$ cat src/rtl/vlp_pkg.sv
package vlp_pkg;
   localparam int FN_W = 3;
   typedef logic [FN_W-1:0] fn_t;
   localparam fn_t FN_CTRL  = 3'b100;
   localparam fn_t FN_WRITE = 3'b101;
   localparam fn_t FN_SENSE = 3'b111;

   localparam int ST_XFER  = 0;
   localparam int ST_PRINT = 1;
   localparam int ST_CARR  = 2;
   localparam int ST_BUSY  = 3;
   localparam int ST_CHAN  = 4;
   localparam int ST_MIN_W = 5;

   typedef enum logic [1:0] {
      KIND_NONE  = 2'd0,
      KIND_WRITE = 2'd1,
      KIND_CTRL  = 2'd2
   } kind_e;
endpackage

$ cat src/rtl/vlp_cmd_decode.sv
module vlp_cmd_decode
   import vlp_pkg::*;
#(
   parameter int MOD_W = 5,
   parameter int NCHAN = 12
) (
   input  logic             cmd_valid,
   input  fn_t              cmd_func,
   input  logic [MOD_W-1:0] cmd_mod,
   output logic             req_write,
   output logic             req_ctrl,
   output logic             req_sense,
   output logic             sense_clr,
   output logic             chan_bad,
   output logic             ctrl_skip,
   output logic [MOD_W-2:0] ctrl_val
);
   localparam int VAL_W = MOD_W - 1;
   localparam logic [VAL_W-1:0] CHAN_MAX = VAL_W'(NCHAN);

   logic ctrl_any;

   always_comb begin
      ctrl_skip = cmd_mod[MOD_W-1];
      ctrl_val  = cmd_mod[VAL_W-1:0];
      req_write = cmd_valid && (cmd_func == FN_WRITE);
      ctrl_any  = cmd_valid && (cmd_func == FN_CTRL);
      req_sense = cmd_valid && (cmd_func == FN_SENSE);
      sense_clr = req_sense && cmd_mod[0];
      chan_bad  = ctrl_any && ctrl_skip &&
                  ((ctrl_val == '0) || (ctrl_val > CHAN_MAX));
      req_ctrl  = ctrl_any && !chan_bad;
   end
endmodule

$ cat src/rtl/vlp_func_reg.sv
module vlp_func_reg
   import vlp_pkg::*;
#(
   parameter int MOD_W = 5
) (
   input  logic             clk,
   input  logic             rst_n,
   input  logic             req_write,
   input  logic             req_ctrl,
   input  logic             req_sense,
   input  logic [MOD_W-1:0] cmd_mod,
   input  logic             ctrl_skip,
   input  logic [MOD_W-2:0] ctrl_val,
   input  logic             sw_done,
   output logic             lf_new,
   output fn_t              lf_func,
   output logic [MOD_W-1:0] lf_mod,
   output logic             carr_skip,
   output logic [MOD_W-2:0] carr_num,
   output logic             busy_hit,
   output logic             done_write,
   output logic             done_ctrl
);
   kind_e kind_q;
   logic  req_any, accept, done_evt;

   always_comb begin
      req_any    = req_write || req_ctrl;
      accept     = req_any && !lf_new;
      busy_hit   = req_any && lf_new;
      done_evt   = sw_done && lf_new;
      done_write = done_evt && (kind_q == KIND_WRITE);
      done_ctrl  = done_evt && (kind_q == KIND_CTRL);
   end

   always_ff @(posedge clk or negedge rst_n) begin
      if (!rst_n) begin
         lf_new    <= 1'b0;
         lf_func   <= '0;
         lf_mod    <= '0;
         carr_skip <= 1'b0;
         carr_num  <= '0;
         kind_q    <= KIND_NONE;
      end else if (accept) begin
         lf_new    <= 1'b1;
         lf_func   <= req_write ? FN_WRITE : FN_CTRL;
         lf_mod    <= cmd_mod;
         carr_skip <= req_ctrl && ctrl_skip;
         carr_num  <= req_ctrl ? ctrl_val : '0;
         kind_q    <= req_write ? KIND_WRITE : KIND_CTRL;
      end else if (done_evt) begin
         lf_new    <= 1'b0;
      end
   end

   AST_PEND_HOLD: assert property (@(posedge clk) disable iff (!rst_n)
      (lf_new && !sw_done) |=> (lf_new && $stable(lf_func) && $stable(lf_mod)));
   AST_DONE_CLEARS: assert property (@(posedge clk) disable iff (!rst_n)
      (lf_new && sw_done) |=> !lf_new);
   AST_SENSE_UNLOGGED: assert property (@(posedge clk) disable iff (!rst_n)
      (req_sense && !sw_done) |=> ($stable(lf_new) && $stable(lf_func)));
endmodule

$ cat src/rtl/vlp_status.sv
module vlp_status
   import vlp_pkg::*;
#(
   parameter int DSW_W         = 16,
   parameter bit SENSE_REG_OUT = 1'b1
) (
   input  logic             clk,
   input  logic             rst_n,
   input  logic             done_write,
   input  logic             done_ctrl,
   input  logic             busy_hit,
   input  logic             chan_bad,
   input  logic             req_sense,
   input  logic             sense_clr,
   output logic             irq,
   output logic             sense_valid,
   output logic [DSW_W-1:0] sense_dsw
);
   logic [DSW_W-1:0] st_q, st_d;
   logic             irq_d;

   always_comb begin
      st_d  = st_q;
      irq_d = irq;
      if (sense_clr) begin
         st_d  = '0;
         irq_d = 1'b0;
      end
      if (done_write) begin
         st_d[ST_XFER]  = 1'b1;
         st_d[ST_PRINT] = 1'b1;
      end
      if (done_ctrl) st_d[ST_CARR] = 1'b1;
      if (busy_hit)  st_d[ST_BUSY] = 1'b1;
      if (chan_bad)  st_d[ST_CHAN] = 1'b1;
      if (done_write || done_ctrl) irq_d = 1'b1;
   end

   always_ff @(posedge clk or negedge rst_n) begin
      if (!rst_n) begin
         st_q <= '0;
         irq  <= 1'b0;
      end else begin
         st_q <= st_d;
         irq  <= irq_d;
      end
   end

   generate
      if (SENSE_REG_OUT) begin : g_sense_reg
         always_ff @(posedge clk or negedge rst_n) begin
            if (!rst_n) begin
               sense_valid <= 1'b0;
               sense_dsw   <= '0;
            end else begin
               sense_valid <= req_sense;
               sense_dsw   <= req_sense ? st_q : '0;
            end
         end
      end else begin : g_sense_comb
         always_comb begin
            sense_valid = req_sense;
            sense_dsw   = req_sense ? st_q : '0;
         end
      end
   endgenerate

   AST_IRQ_ON_DONE: assert property (@(posedge clk) disable iff (!rst_n)
      (done_write || done_ctrl) |=> irq);
   AST_IRQ_STICKY: assert property (@(posedge clk) disable iff (!rst_n)
      (irq && !sense_clr) |=> irq);
   AST_SENSE_CLEARS: assert property (@(posedge clk) disable iff (!rst_n)
      (sense_clr && !done_write && !done_ctrl && !busy_hit && !chan_bad)
      |=> (!irq && st_q == '0));
   AST_STATUS_KEEP: assert property (@(posedge clk) disable iff (!rst_n)
      (!sense_clr) |=> ((st_q & $past(st_q)) == $past(st_q)));
endmodule

$ cat src/rtl/vlp_printer_ctrl.sv
module vlp_printer_ctrl
   import vlp_pkg::*;
#(
   parameter int MOD_W         = 5,
   parameter int NCHAN         = 12,
   parameter int DSW_W         = 16,
   parameter bit SENSE_REG_OUT = 1'b1
) (
   input  logic             clk,
   input  logic             rst_n,
   input  logic             cmd_valid,
   input  logic [2:0]       cmd_func,
   input  logic [MOD_W-1:0] cmd_mod,
   input  logic             sw_done,
   output logic             lf_new,
   output logic [2:0]       lf_func,
   output logic [MOD_W-1:0] lf_mod,
   output logic             carr_skip,
   output logic [MOD_W-2:0] carr_num,
   output logic             irq,
   output logic             sense_valid,
   output logic [DSW_W-1:0] sense_dsw
);
   localparam int VAL_W = MOD_W - 1;

   generate
      if (MOD_W < 2) begin : g_bad_mod
         $error("MOD_W must leave room for a skip flag and a value");
      end
      if (NCHAN < 1 || NCHAN >= (1 << VAL_W)) begin : g_bad_chan
         $error("NCHAN must fit in the modifier value field");
      end
      if (DSW_W < ST_MIN_W) begin : g_bad_dsw
         $error("DSW_W too narrow for the status bits");
      end
   endgenerate

   logic             req_write, req_ctrl, req_sense, sense_clr, chan_bad;
   logic             ctrl_skip;
   logic [VAL_W-1:0] ctrl_val;
   logic             busy_hit, done_write, done_ctrl;
   fn_t              lf_func_w;

   vlp_cmd_decode #(.MOD_W(MOD_W), .NCHAN(NCHAN)) u_dec (
      .cmd_valid (cmd_valid),
      .cmd_func  (fn_t'(cmd_func)),
      .cmd_mod   (cmd_mod),
      .req_write (req_write),
      .req_ctrl  (req_ctrl),
      .req_sense (req_sense),
      .sense_clr (sense_clr),
      .chan_bad  (chan_bad),
      .ctrl_skip (ctrl_skip),
      .ctrl_val  (ctrl_val)
   );

   vlp_func_reg #(.MOD_W(MOD_W)) u_freg (
      .clk        (clk),
      .rst_n      (rst_n),
      .req_write  (req_write),
      .req_ctrl   (req_ctrl),
      .req_sense  (req_sense),
      .cmd_mod    (cmd_mod),
      .ctrl_skip  (ctrl_skip),
      .ctrl_val   (ctrl_val),
      .sw_done    (sw_done),
      .lf_new     (lf_new),
      .lf_func    (lf_func_w),
      .lf_mod     (lf_mod),
      .carr_skip  (carr_skip),
      .carr_num   (carr_num),
      .busy_hit   (busy_hit),
      .done_write (done_write),
      .done_ctrl  (done_ctrl)
   );

   assign lf_func = lf_func_w;

   vlp_status #(.DSW_W(DSW_W), .SENSE_REG_OUT(SENSE_REG_OUT)) u_stat (
      .clk         (clk),
      .rst_n       (rst_n),
      .done_write  (done_write),
      .done_ctrl   (done_ctrl),
      .busy_hit    (busy_hit),
      .chan_bad    (chan_bad),
      .req_sense   (req_sense),
      .sense_clr   (sense_clr),
      .irq         (irq),
      .sense_valid (sense_valid),
      .sense_dsw   (sense_dsw)
   );

   AST_CHAN_RANGE: assert property (@(posedge clk) disable iff (!rst_n)
      carr_skip |-> (carr_num >= VAL_W'(1) && carr_num <= VAL_W'(NCHAN)));
   AST_BAD_NOT_LOGGED: assert property (@(posedge clk) disable iff (!rst_n)
      (chan_bad && !lf_new) |=> !lf_new);
   AST_LOGGED_KIND: assert property (@(posedge clk) disable iff (!rst_n)
      lf_new |-> (lf_func == FN_WRITE || lf_func == FN_CTRL));
endmodule

$ cat config.mk
export PLATFORM = sky130hd
export DESIGN_NAME = vlp_printer_ctrl
export DESIGN_NICKNAME = d
export VERILOG_FILES = /design/src/rtl/vlp_pkg.sv /design/src/rtl/vlp_cmd_decode.sv /design/src/rtl/vlp_func_reg.sv /design/src/rtl/vlp_status.sv /design/src/rtl/vlp_printer_ctrl.sv
export SDC_FILE = /design/constraint.sdc
export NUM_CORES = 1
export LEC_CHECK = 0
export BUFFER_PORTS_ARGS = -buffer_cell sky130_fd_sc_hd__buf_4
export CORE_AREA = 3 3 60 62
export CTS_BUF_LIST = sky130_fd_sc_hd__clkbuf_4
export DETAILED_ROUTE_END_ITERATION = 12
export DIE_AREA = 0 0 63 65
export PLACE_DENSITY_LB_ADDON = 0.2
export SLEW_MARGIN = 20
export SYNTH_ARGS = -nofsm -noshare
export SYNTH_HDL_FRONTEND = slang
export SYNTH_SLANG_ARGS = --single-unit
$ cat constraint.sdc
create_clock -name clk -period 2.5 [get_ports clk]
set_clock_uncertainty 0.1 [all_clocks]
set_input_delay 0.125 -clock clk [delete_from_list [all_inputs] [get_ports clk]]
set_output_delay 0.125 -clock clk [all_outputs]
set_load 0.02 [all_outputs]
==> results.sh <==
export IMPL_outcome="completed"
export IMPL_drive_above_1_share_pct=27.3
export IMPL_grt_pass1_wl_microns=4310
export IMPL_gp_congestion=0.915
export IMPL_cp_depth=6
export IMPL_hold_viol=0
export IMPL_antenna_cells=0
export IMPL_startpoint="cmd_mod[0]"
export IMPL_crit_chain="dlygate4sd3_1, buf_4, or4_1, a21bo_2, o21ai_4, mux2_2"
export IMPL_cp_top_family="buffers and inverters"
export IMPL_cts_sinks=24
export IMPL_synthCells=106
export IMPL_post_cts_buffers=0
export IMPL_die_area_sq_um=4100
export IMPL_arrival_ns=2.28
export IMPL_grtUsageTotal_pct=13.0
export IMPL_power_density_nw_per_um2=701
export IMPL_cts_resized=0
export IMPL_grt_start_max_net_pins=25
export IMPL_peakVddDrop_v=0.000358
export IMPL_period_share_pct=87.1
export IMPL_slew_violations=0
export IMPL_final_common_cell="buf_4"
export IMPL_synth_top_area_share_pct=53.4
export IMPL_setup_viol=0
export IMPL_syn2layout_area_growth_pct=28.7
export IMPL_clk_transition_reported_paths_ns=0.12
export IMPL_drtIter0Drc=19
export IMPL_post_drt_via_cell_ratio=4.79
export IMPL_critPathLaunchType="primary input"
export IMPL_ios=44
export IMPL_num_vias=895
export IMPL_ys_types=26
export IMPL_layout_common_cells="32 x buf_4, 24 x dfrtp_1, 12 x conb_1, 11 x nand2_1, 9 x o21ai_0"
export IMPL_fp_row_count=20
export IMPL_period_needed_ns=2.18
export IMPL_slowest_stage="or4_1"
export IMPL_end_kind="flop"
export IMPL_setup_worst_path_class="primary input to flop"
export IMPL_core_sq_um=3080
export IMPL_ant_nets=0
export IMPL_cpPeakStageDelay_ns=0.57
export IMPL_grt_setup_unrepaired="false"
export IMPL_path_max_fanout=7
export IMPL_dr_pass1_iters=4
export IMPL_cts_tree="done"
export IMPL_cts_hold_buf=8
export IMPL_drc=0
export IMPL_drv_cap=0
export IMPL_grt_overflow_total=0
export IMPL_antenna_found_initial=0
export IMPL_r2r_cells=4
export IMPL_cts_buffer_depth=2
export IMPL_grt_pass1_vias=936
export IMPL_cts_buffers=3
export IMPL_yosysTopAreaCell="dfrtp_1"
export IMPL_post_drt_wl_per_cell_microns=13.4
export IMPL_crit_end="u_freg.lf_mod[0]"
export IMPL_timing_fmax_ghz=0.459
export IMPL_rr_endpoint="u_freg.carr_num[3]"
export IMPL_root_buffer="clkbuf_4"
export IMPL_fp_dieW_microns=63
export IMPL_die_h_microns=65
export IMPL_ys_seq_area_share_pct=53.4
export IMPL_ys_ff_latch=24
export IMPL_syn_area_sq_um=1120
export IMPL_reg2reg_slack_ns=0.83
export IMPL_crit_required_ns=2.60
export IMPL_r2r_start="u_freg.lf_new"
export IMPL_avgSynthCellArea_sq_um=10.6
export IMPL_critical_path_buf_inv_count=2
export IMPL_wl_microns=2500
export IMPL_synth_warnings=0
export IMPL_start_util_pct=36.5
export IMPL_hold_class="primary input to flop"
export IMPL_finalPower_mw=1.01
export IMPL_h_tree_depth=1
export IMPL_leakage_nw=0.675
export IMPL_whs_path_depth=4
export IMPL_post_dp_hpwl_microns=1870
export IMPL_fin_setup_tns_ns=0
export IMPL_portBuffers=31
export IMPL_ys_top_cells_by_area="dfrtp_1 53%, buf_4 9.3%, o21ai_0 4.0%"
export IMPL_clk_latency_ns=0.30
export IMPL_utilization_pct=47.0
export IMPL_nets=157
layer usage:
metal	vias to the layer above	wire length (microns)	GRT usage, %
li1	424	-	-
met1	442	1140	16.5
met2	29	1230	22.4
met3	0	139	3.12
met4	0	0	3.03
met5	-	0	0
cell type report:
type | instances | area (sq um)
well taps | 44 | 55.1
repair buffers | 40 | 320
flip-flops and latches | 24 | 601
multi-input cells | 75 | 445
clock buffers | 3 | 22.5
fillers | 310 | 1630
inverters | 1 | 3.75
metrics by stage:
stage	setup WS (ns)	instances	instance area (sq um)	hold WS [ns]
floorplan	0.754	117	1170	-0.271
CTS	0.325	187	1450	0.0216
global route	0.281	187	1450	0.0667
finish	0.322	187	1450	0.0310
detailed placement	0.543	176	1350	-0.0559
global placement	0.584	176	1350	-0.0613
registers in the layout, indices dropped and copies added (netlist names):
signal	count
u_freg.carr_num	4
u_freg.carr_skip	1
u_freg.kind_q	2
u_freg.lf_func	1
u_freg.lf_mod	5
u_freg.lf_new	1
u_stat.irq	1
u_stat.sense_dsw	4
u_stat.sense_valid	1
u_stat.st_q	4
worst min-delay path by stage:
stage	start	to	slack (ns)
floorplan	rst_n	u_freg.carr_num[0]	-0.27
CTS	cmd_func[1]	u_stat.st_q[3]	0.02
finish	cmd_func[1]	u_stat.st_q[3]	0.03
global route	cmd_func[1]	u_stat.st_q[3]	0.07
detailed placement	rst_n	u_stat.sense_dsw[3]	-0.06
global placement	rst_n	u_stat.sense_dsw[3]	-0.06
worst register-to-register path: stages, from the launching register on:
cell and delay [ns]:
dfrtp_1 0.47, nand4bb_1 0.43, nor2_1 0.34, a32oi_1 0.15, o21ai_0 0.11
power by group:
group | total [mW] | internal [mW] | switching [mW]
clock | 0.165 | 0.0563 | 0.109
combinational | 0.327 | 0.145 | 0.182
sequential | 0.523 | 0.469 | 0.0538
total | 1.01 | 0.670 | 0.345
cells by family after synthesis:
family | Yosys count | synth area share [%]
compound gates | 28 | 17.1
mux | 4 | 4.00
other cells | 1 | 0.333
buf+inv | 18 | 10.7
simple gates | 31 | 14.5
flops | 24 | 53.4
synth_stat cells:
library cell / n
nor2_1: 4
nand3_1: 1
inv_1: 1
a2111oi_0: 1
nand4bb_1: 1
buf_4: 14
a31oi_1: 2
a21bo_2: 1
and2_1: 5
a22o_1: 1
nand2b_1: 6
clkbuf_1: 3
a32oi_1: 4
mux2_1: 2
mux2_2: 2
dfrtp_1: 24
or4_1: 1
o211ai_1: 3
a21oi_1: 5
nor3_1: 1
conb_1: 1
o21ai_4: 1
o22a_1: 1
o21ai_0: 9
and4_1: 1
nand2_1: 11
No activity file was read; power rests on OpenSTA's default activity.
